==> src/rtl/ifd_pkg.sv <==
package ifd_pkg;

    localparam int BYTE_W = 8;
    localparam int OPC_W  = 3;
    localparam int SRC_W  = 2;
    localparam int DST_W  = 3;
    localparam int FN_W   = 4;
    localparam int LEN_BIT = BYTE_W - 1;
    localparam logic [BYTE_W-1:0] TAIL_FILL = {BYTE_W{1'b1}};

    typedef enum logic [1:0] {
        ST_FETCH1 = 2'd0,
        ST_FETCH2 = 2'd1,
        ST_EXEC   = 2'd2
    } seq_state_e;

    typedef enum logic [OPC_W-1:0] {
        OP_LOAD   = 3'd0,
        OP_LOADC  = 3'd1,
        OP_MOVE   = 3'd2,
        OP_UNARY  = 3'd3,
        OP_NIBBLE = 3'd4,
        OP_BYTE   = 3'd5,
        OP_RSV6   = 3'd6,
        OP_RSV7   = 3'd7
    } opcode_e;

    typedef struct packed {
        opcode_e            op;
        logic [SRC_W-1:0]   src;
        logic [DST_W-1:0]   dst;
    } head_t;

    // Packed so that a raw tail byte maps field for field.
    typedef struct packed {
        logic [FN_W-1:0] fn;
        logic            we_n;
        logic            zp;
        logic            zb;
        logic            ext_n;
    } tail_t;

    function automatic head_t split_head(input logic [BYTE_W-1:0] b);
        head_t h;
        h.op  = opcode_e'({~b[LEN_BIT], b[LEN_BIT-1 -: OPC_W-1]});
        h.src = b[DST_W +: SRC_W];
        h.dst = b[DST_W-1:0];
        return h;
    endfunction

    function automatic logic op_defined(input opcode_e op);
        return (op != OP_RSV6) && (op != OP_RSV7);
    endfunction

    function automatic logic op_uses_alu(input opcode_e op);
        return (op == OP_UNARY) || (op == OP_NIBBLE) || (op == OP_BYTE);
    endfunction

endpackage

==> src/rtl/ifd_sequencer.sv <==
module ifd_sequencer
    import ifd_pkg::*;
(
    input  logic clk,
    input  logic rst,
    input  logic short_flag,
    output logic load_head,
    output logic load_tail,
    output logic inc_o,
    output logic exec_o
);

    seq_state_e state, state_nx;

    always_comb begin
        case (state)
            ST_FETCH1: state_nx = short_flag ? ST_EXEC : ST_FETCH2;
            ST_FETCH2: state_nx = ST_EXEC;
            ST_EXEC:   state_nx = ST_FETCH1;
            default:   state_nx = ST_FETCH1;
        endcase
    end

    always_ff @(posedge clk) begin
        if (rst) state <= ST_FETCH1;
        else     state <= state_nx;
    end

    assign load_head = (state == ST_FETCH1) && !rst;
    assign load_tail = (state == ST_FETCH2) && !rst;
    assign inc_o     = load_head || load_tail;
    assign exec_o    = (state == ST_EXEC) && !rst;


    short_fetch_chk: assert property (@(posedge clk) disable iff (rst)
        (load_head && short_flag) |=> (exec_o && !inc_o));


    long_fetch_chk: assert property (@(posedge clk) disable iff (rst)
        (load_head && !short_flag) |=> (inc_o && !exec_o));


    tail_then_exec_chk: assert property (@(posedge clk) disable iff (rst)
        load_tail |=> exec_o);


    exec_then_fetch_chk: assert property (@(posedge clk) disable iff (rst)
        exec_o |=> (load_head && !exec_o));

endmodule

==> src/rtl/ifd_irregs.sv <==
module ifd_irregs
    import ifd_pkg::*;
(
    input  logic              clk,
    input  logic              rst,
    input  logic              load_head,
    input  logic              load_tail,
    input  logic [BYTE_W-1:0] pm_data,
    output logic [BYTE_W-1:0] head_q,
    output logic [BYTE_W-1:0] tail_q
);

    always_ff @(posedge clk) begin
        if (rst) begin
            head_q <= TAIL_FILL;
            tail_q <= TAIL_FILL;
        end else begin
            if (load_head) begin
                head_q <= pm_data;
                tail_q <= TAIL_FILL;
            end
            if (load_tail) begin
                tail_q <= pm_data;
            end
        end
    end


    short_fill_chk: assert property (@(posedge clk) disable iff (rst)
        (load_head && pm_data[LEN_BIT]) |=> (tail_q == TAIL_FILL));

endmodule

==> src/rtl/ifd_field_decode.sv <==
module ifd_field_decode
    import ifd_pkg::*;
(
    input  logic              exec_i,
    input  logic [BYTE_W-1:0] head_i,
    input  logic [BYTE_W-1:0] tail_i,
    output logic [OPC_W-1:0]  op_o,
    output logic [SRC_W-1:0]  src_o,
    output logic [DST_W-1:0]  dst_o,
    output logic [FN_W-1:0]   fn_o,
    output logic              zp_o,
    output logic              zb_o,
    output logic              ext_o,
    output logic              mem_we_o,
    output logic              acc_o,
    output logic              dst_we_o
);

    head_t h;
    tail_t t;
    logic  live;

    always_comb begin
        h        = split_head(head_i);
        t        = tail_t'(tail_i);
        live     = exec_i && op_defined(h.op);
        op_o     = h.op;
        src_o    = h.src;
        dst_o    = h.dst;
        fn_o     = t.fn;
        zp_o     = t.zp;
        zb_o     = t.zb;
        ext_o    = ~t.ext_n;
        mem_we_o = live && !t.we_n;
        acc_o    = live && op_uses_alu(h.op);
        dst_we_o = live;
    end

endmodule

==> src/rtl/instr_fetch_decoder.sv <==
module instr_fetch_decoder
    import ifd_pkg::*;
(
    input  logic        clk,
    input  logic        rst,
    input  logic [7:0]  pm_data,
    output logic        pc_inc,
    output logic        exec_stb,
    output logic [2:0]  opcode,
    output logic [1:0]  src_sel,
    output logic [2:0]  dst_sel,
    output logic [3:0]  alu_fn,
    output logic        mem_we,
    output logic        zero_page,
    output logic        zero_bank,
    output logic        ext_sel,
    output logic        acc_load,
    output logic        dst_we
);

    logic              load_head, load_tail;
    logic [BYTE_W-1:0] head_q, tail_q;

    ifd_sequencer u_seq (
        .clk        (clk),
        .rst        (rst),
        .short_flag (pm_data[LEN_BIT]),
        .load_head  (load_head),
        .load_tail  (load_tail),
        .inc_o      (pc_inc),
        .exec_o     (exec_stb)
    );

    ifd_irregs u_ir (
        .clk       (clk),
        .rst       (rst),
        .load_head (load_head),
        .load_tail (load_tail),
        .pm_data   (pm_data),
        .head_q    (head_q),
        .tail_q    (tail_q)
    );

    ifd_field_decode u_dec (
        .exec_i   (exec_stb),
        .head_i   (head_q),
        .tail_i   (tail_q),
        .op_o     (opcode),
        .src_o    (src_sel),
        .dst_o    (dst_sel),
        .fn_o     (alu_fn),
        .zp_o     (zero_page),
        .zb_o     (zero_bank),
        .ext_o    (ext_sel),
        .mem_we_o (mem_we),
        .acc_o    (acc_load),
        .dst_we_o (dst_we)
    );


    rsv_quiet_chk: assert property (@(posedge clk) disable iff (rst)
        (exec_stb && opcode[2:1] == 2'b11) |-> (!mem_we && !acc_load && !dst_we));


    acc_window_chk: assert property (@(posedge clk) disable iff (rst)
        acc_load |-> (exec_stb && opcode >= 3'd3 && opcode <= 3'd5));


    write_window_chk: assert property (@(posedge clk) disable iff (rst)
        (dst_we || mem_we) |-> exec_stb);


    no_overlap_chk: assert property (@(posedge clk) disable iff (rst)
        !(exec_stb && pc_inc));

endmodule

==> config.mk <==
export PLATFORM = sky130hd
export DESIGN_NAME = instr_fetch_decoder
export DESIGN_NICKNAME = d
export VERILOG_FILES = /design/src/rtl/ifd_pkg.sv /design/src/rtl/ifd_sequencer.sv /design/src/rtl/ifd_irregs.sv /design/src/rtl/ifd_field_decode.sv /design/src/rtl/instr_fetch_decoder.sv
export SDC_FILE = /design/constraint.sdc
export NUM_CORES = 1
export LEC_CHECK = 0
export ABC_AREA = 1
export CORE_MARGIN = 3
export CORE_UTILIZATION = 40
export CTS_CLUSTER_DIAMETER = 40
export DETAILED_ROUTE_END_ITERATION = 6
export PLACE_DENSITY = 0.73
export SYNTH_ARGS = -nofsm -noshare
export SYNTH_HDL_FRONTEND = slang
export SYNTH_SLANG_ARGS = --single-unit
==> constraint.sdc <==
create_clock -name clk -period 1.05 [get_ports clk]
set_input_delay 0.105 -clock clk [delete_from_list [all_inputs] [get_ports clk]]
set_output_delay 0.105 -clock clk [all_outputs]
set_load 0.01 [all_outputs]
Word level (Yosys, flattened, before mapping)
Index checks and enable logic that the tools add are counted.

word-level totals
  bits in registers = 18
  logic and storage cells = 30
  input port bits = 10
  output and inout bits = 20

cells by class
  bitwise gates (word level) = 2
  reduce and logical (&&, ||, !) cells = 14
  muxes and demuxes = 4
  eq/ne operators = 7

operators by type and width
  kind                                            count
  2-to-1 mux 8 bit                                2
  logical AND 1 bit                               7
  == test 3 bit (second input constant)           2
  inequality test 3 bit (second input constant)   2
  one-hot mux 2 bit (2 select lines)              1
  == test 3 x 2 -> 1 bit (second input constant)  1
  logical OR 1 bit                                3
  == test 2 x 1 -> 1 bit (second input constant)  1
  == test 2 bit (second input constant)           1
  zero test 1 bit                                 2
  zero test 2 bit                                 1
  2-to-1 mux 2 bit                                1
  inverter 1 bit                                  2
  nonzero test 2 bit                              1

Logic depth before layout (Yosys ltp)
Gate-level depths: netlist (run 1).

  depth after elaboration = 5
  mapped depth = 5
  depth with buffers taken out = 5

Modules after synthesis
A second synthesis (run 1) with hierarchy kept.

unflattened totals
  cell total of the unflattened synthesis = 124
  area total of the unflattened synthesis = 893.4 µm²

modules (own cells, without submodules)
  module            area each (µm²)  instances  cells each
  ifd_irregs        666.9            1          88
  ifd_field_decode  133.9            1          21
  ifd_sequencer     92.6             1          15

Worst setup path after synthesis (run 1)
Ideal clock, no wire load.

  kind = register to output
  start = register u_seq.state[1]
  end = output acc_load
  cell stages (with the launch flop) = 5
  arrival time = 0.815 ns
  buffers on the path = 0
  slack = 0.130 ns
  path through = dfxtp_1 -> inv_1 -> nor2_1 -> nand3_1 -> nor2_1

between the ends
  word-level cells in the longest chain between the ends = 4

ends and longest elaborated chain
  element                   line                       source
  start: declaration        ifd_sequencer.sv:13        seq_state_e state, state_nx;
  start signal: assignment  ifd_sequencer.sv:26        else state <= state_nx;
  == test 2 bit             ifd_sequencer.sv:32        assign exec_o = (state == ST_EXEC) && !rst;
  logical AND 1 bit         ifd_sequencer.sv:32
  logical AND 1 bit         ifd_field_decode.sv:26     live = exec_i && op_defined(h.op);
  logical AND 1 bit         ifd_field_decode.sv:35     acc_o = live && op_uses_alu(h.op);
  end: declaration          instr_fetch_decoder.sv:17  output logic acc_load,

No other way between the ends.

Final worst setup path (run 1)
Same ends and word-level chain as after synthesis.

==> impl_metrics.toml, run 1 <==
[clocking]
cts_made_buffers = 3
cts_tree = "done"
clk-insertion-delay-late_ns = 0.30
clockBufferDepth = 2
root_buffer = "clkbuf_4"
path_clk_slew_ns = 0.10
postCtsHoldBufs = 0
htree_levels = 1
clock-sinks = 18

[worst_setup_path]
path_max_fanout = 3
crit_arrival_ns = 1.11
required_ns = 0.94
path_cells = "inv_2 -> nor2_2 -> nand3_2 -> nor2_1 -> buf_2"
reg2reg_depth = 7
end_kind = "output port"
crit_type = "reg2out"
cpPeakStageDelay_ns = 0.36
start_kind = "register"
slowest_stage = "dfxtp_2"

[detailed_routing]
routed_via_density = 4.884
dr_total_vias = 840
drtIter0Drc = 32
wl_um = 2190
avgRoutedWirePerCell_um = 12.73
antenna_left = 0
dr.pass1.iters = 4
post-route-drc-count = 0

[yosys]
syn-instance-count = 107
synth-seq-cells = 18
synth_top_cell_area_share = 0.4675
synth.distinct_cells = 10
yosys-top-cells-area = "dfxtp_1 (47%), buf_4 (11%), nand2_1 (9.3%)"
syn_nets = 117
synth_top_cell_by_area = "dfxtp_1"
synth_area_um2 = 770.7
postSynthAreaPerCell_um2 = 7.203
synth_seq_area_share = 0.4675
synth_warnings = 0

[hold_path]
hp-class = "in2reg"
whs_path_depth = 3

[sta]
clock.fmax_ghz = 0.8225
fin_skew_ns = 0.001202
post-route-period-util = 1.158
finalSetupViolCount = 14
timing.final.ws_setup_ns = -0.1658
totalNegativeSetupSlack_ns = -0.9648
worst_slew_pin_slew_ns = 0.1743
drv_slew = 0
post-route-min-period_ns = 1.216
grt_setup_unrepaired = "yes"
slew_headroom = 0.8838
hold_viol_final = 0

[finish]
fin_nets = 158
insertedDiodeCount = 0
instances_no_fill = 172
area_growth_pct = 65.26
final_common_cell = "nor2_1"
post_route_cells_drive_above_1_share = 0.4082
nFillCells = 149
layout_common_cells = "nor2_1 (16), buf_4 (13), dfxtp_1 (12)"
final_util = 0.7220

[place]
dp_cells = 163
numPortBuffers = 29
gp_congestion = 0.8038
post-place-ws_ns = -0.4982
hpwl_um = 1386

[power_and_ir_drop]
p_per_area_nw_per_um2 = 1294
p_leak_nw = 0.6173
peakVddDrop_mv = 0.9035

[floorplanning]
core-area_um2 = 1764
io_pins = 30
design.die.area_um2 = 2490
fp.dieH_um = 49.90
die_w_um = 49.90
start_util = 0.4369
rows = 15

[global_routing]
grt_pass1_wl_um = 3077
grt_max_degree = 14
globalRouteTotalUtil = 0.1605
antenna_found_initial = 0
overflow = 0
first_global_vias = 702

[outcome]
violations = "setup timing"
status = "complete, but fails checks"

[job]
cap_violations = 0
[cells by family after synthesis]
logic type,after synthesis,share of synthesized area
simple gates,53,0.2873
buf+inv,27,0.1867
flops,18,0.4675
compound gates,9,0.05844
[final timing paths]
path                                                  start                     endpoint  slack [ns]
worst max-delay path              u_seq.state[1]$_SDFF_PP0_                     acc_load       -0.17
worst min-delay path                             pm_data[0]  u_ir.head_q[0]$_SDFFE_PP1P_        0.41
worst max register to register    u_seq.state[1]$_SDFF_PP0_  u_ir.head_q[3]$_SDFFE_PP1P_       -0.07
worst min register to register  u_ir.head_q[2]$_SDFFE_PP1P_  u_ir.head_q[2]$_SDFFE_PP1P_        0.49
[metrics by stage]
stage | area (µm²) | hold slack (ns) | total power, mW
floorplan | 770.7 | 0.2035 | 0.9535
global placement | 1110 | 0.4418 | 1.129
detailed placement | 1110 | 0.4517 | 1.136
CTS | 1139 | 0.3886 | 1.551
global route | 1274 | 0.4245 | 1.721
finish | 1274 | 0.4102 | 1.648
[cell usage after synthesis]
cell     instances
a21oi_1          9
dfxtp_1         18
nand3_1         14
inv_2            1
nor2_1          18
buf_4           11
buf_2            1
inv_1           14
nor2_2           2
nand2_1         19
[sequential cells by signal, indices dropped and copies added, names as in the netlist]
register / flops
u_ir.tail_q: 8
u_seq.state: 2
u_ir.head_q: 8
[critical path: cells and delay by family (launching register included)]
family | cells | cell delay, ns
DFF | 1 | 0.36
and+or+nand+nor | 3 | 0.27
buffers and inverters | 2 | 0.19
[what timing repair did]
item                       in CTS  in global routing
setup buffers                   1                  4
pin swaps                       2                 10
gates resized for setup        55                 32
setup endpoints to repair      26                 19
hold endpoints to repair        0                  0
cloned                          0                  0
[metal layers]
metal	share of wire	global-route usage
met1	0.40	0.1892
met2	0.52	0.2753
met3	0.060	0.01813
met4	0.021	0.09677
met5	0	0
[where the power goes]
group	leakage, nW	internal [mW]	switching (mW)
clock network	0.0210	0.212	0.223
logic	0.448	0.233	0.219
registers	0.148	0.734	0.0276
[final cells by class]
type	instances	area [µm²]	area share
well taps	25	31.28	0.02456
inverters	15	56.30	0.04420
flip-flops and latches	18	367.9	0.2888
repair buffers	48	435.4	0.3418
multi-input cells	62	346.6	0.2721
clock buffers	4	36.28	0.02849
No activity file was read; power rests on OpenSTA's default activity.
==> inputs of run 2 (changes only) <==
CAP_MARGIN = 10   (was default)
==> results of run 2 <==
No change in the layout: final DEF, timing and power equal those of run 1.
==> inputs of run 3 (changes only) <==
CORE_UTILIZATION = 41   (was 40)
PLACE_DENSITY = 0.87   (was 0.73)
TNS_END_PERCENT = 20   (was default)
==> impl_metrics.toml, run 3 (synthesis results as in run 1) <==
[global_routing]
globalRouteTotalUtil = 0.1723
overflow = 0
antenna_found_initial = 0
grt_max_degree = 14
grt_pass1_wl_um = 3249
first_global_vias = 753

[hold_path]
hp-start = "pm_data[1]"
hp-class = "in2reg"
worstHoldEndpoint = "u_ir.head_q[1]$_SDFFE_PP1P_"
whs_path_depth = 3

[finish]
insertedDiodeCount = 0
largestRegisters = "u_ir.head_q: 8 flops, u_ir.tail_q: 8 flops, u_seq.state: 2 flops"
fin_area_um2 = 1162
fin_nets = 153
area_growth_pct = 50.81
instances_no_fill = 167
final_util = 0.6660
layout_common_cells = "nand2_1 (17), nor2_1 (16), dfxtp_1 (13)"
final_common_cell = "nand2_1"
post_route_cells_drive_above_1_share = 0.3169

[detailed_routing]
routed_via_density = 4.725
post-route-drc-count = 0
drtIter0Drc = 26
dr_total_vias = 789
wl_um = 2114
dr.pass1.iters = 5
avgRoutedWirePerCell_um = 12.66
antenna_left = 0

[sta]
post-route-period-util = 1.175
slew_headroom = 0.9036
fin_skew_ns = 0.007682
totalNegativeSetupSlack_ns = -0.6117
whs_ns = 0.3872
timing.final.ws_setup_ns = -0.1836
worst_slew_pin_slew_ns = 0.1446
drv_slew = 0
clock.fmax_ghz = 0.8107
hold_viol_final = 0
grt_setup_unrepaired = "yes"
post-route-min-period_ns = 1.234
finalSetupViolCount = 6

[power_and_ir_drop]
switching_share = 0.2767
p_int_mw = 1.134
p_seq_frac = 0.485
power_mw = 1.568
p_per_area_nw_per_um2 = 1349
power_frac_clock = 0.273
power_switching_uw = 433.8
p_leak_nw = 0.5791
pwr-share-comb = 0.242
peakVddDrop_mv = 0.8620

[worst_setup_path]
crit_type = "reg2out"
r2r_start = "u_seq.state[1]$_SDFF_PP0_"
path_max_fanout = 3
end_kind = "output port"
required_ns = 0.94
start_kind = "register"
ff2ff_setup_slack_ns = -0.01
reg2reg_to = "u_ir.tail_q[6]$_SDFFE_PP1P_"
crit_arrival_ns = 1.13
reg2reg_depth = 6

[clocking]
htree_levels = 1
clock-sinks = 18
path_clk_slew_ns = 0.10
cts_tree = "done"
clockBufferDepth = 2
cts_made_buffers = 3
clk-insertion-delay-late_ns = 0.30
root_buffer = "clkbuf_4"

[floorplanning]
core-area_um2 = 1745
io_pins = 30
rows = 15
die_w_um = 49.36
start_util = 0.4416
fp.dieH_um = 49.36
design.die.area_um2 = 2436

[outcome]
status = "complete, but fails checks"
violations = "setup timing"

[place]
dp_cells = 160
post-place-ws_ns = -0.5247
numPortBuffers = 29
hpwl_um = 1453
gp_congestion = 0.8045
placed_cell_area_um2 = 1087

[job]
cap_violations = 0
## run 3: final cells by class
| cell class | instances | area [µm²] |
|---|---|---|
| fill | 139 | 583.1 |
| timing repair buffer | 43 | 365.4 |
| sequential | 18 | 366.6 |
| inverter | 15 | 56.30 |
| clock buffer | 4 | 36.28 |
| tap | 25 | 31.28 |
| multi-input combinational | 62 | 306.5 |
## run 3: power by group through the flow
stage	Combinational, mW	Sequential [mW]	Clock [mW]
finish	0.380	0.760	0.428
global route	0.413	0.765	0.481
CTS	0.340	0.758	0.438
detailed placement	0.350	0.771	0
global placement	0.345	0.768	0
floorplan	0.183	0.771	0
## run 3: what timing repair did
action,4_1_cts,5_1_grt
gates cloned,0,0
setup buffers,3,0
endpoints found under the hold margin,0,0
gates resized for setup,50,26
hold buffers,0,0
endpoints found under the setup margin,23,31
pin swaps,3,10
## run 3: layer usage
| layer | wire length, µm | global-route usage | vias to the layer above |
|---|---|---|---|
| met5 | 0 | 0 | - |
| li1 | - | - | 391 |
| met1 | 830 | 0.1801 | 354 |
| met2 | 1121 | 0.3080 | 33 |
| met4 | 63 | 0.1043 | 0 |
| met3 | 99 | 0.03976 | 11 |
## run 3: worst max path at each step
| stage | startpoint | end | slack (ns) |
|---|---|---|---|
| 2_1_floorplan | u_seq.state[1]$_SDFF_PP0_ | acc_load | 0.13 |
| 3_3_place_gp | rst | mem_we | -0.53 |
| 3_5_place_dp | rst | mem_we | -0.52 |
| 4_1_cts | u_seq.state[1]$_SDFF_PP0_ | mem_we | -0.23 |
| 5_1_grt | u_seq.state[1]$_SDFF_PP0_ | mem_we | -0.27 |
| 6_report | u_seq.state[1]$_SDFF_PP0_ | mem_we | -0.18 |
## run 3: critical path, stage by stage, from the launching register on
cell and delay (ns):
dfxtp_2 0.35, inv_2 0.04, nor2_2 0.09, nand3_2 0.12, nor2_1 0.10, buf_2 0.13
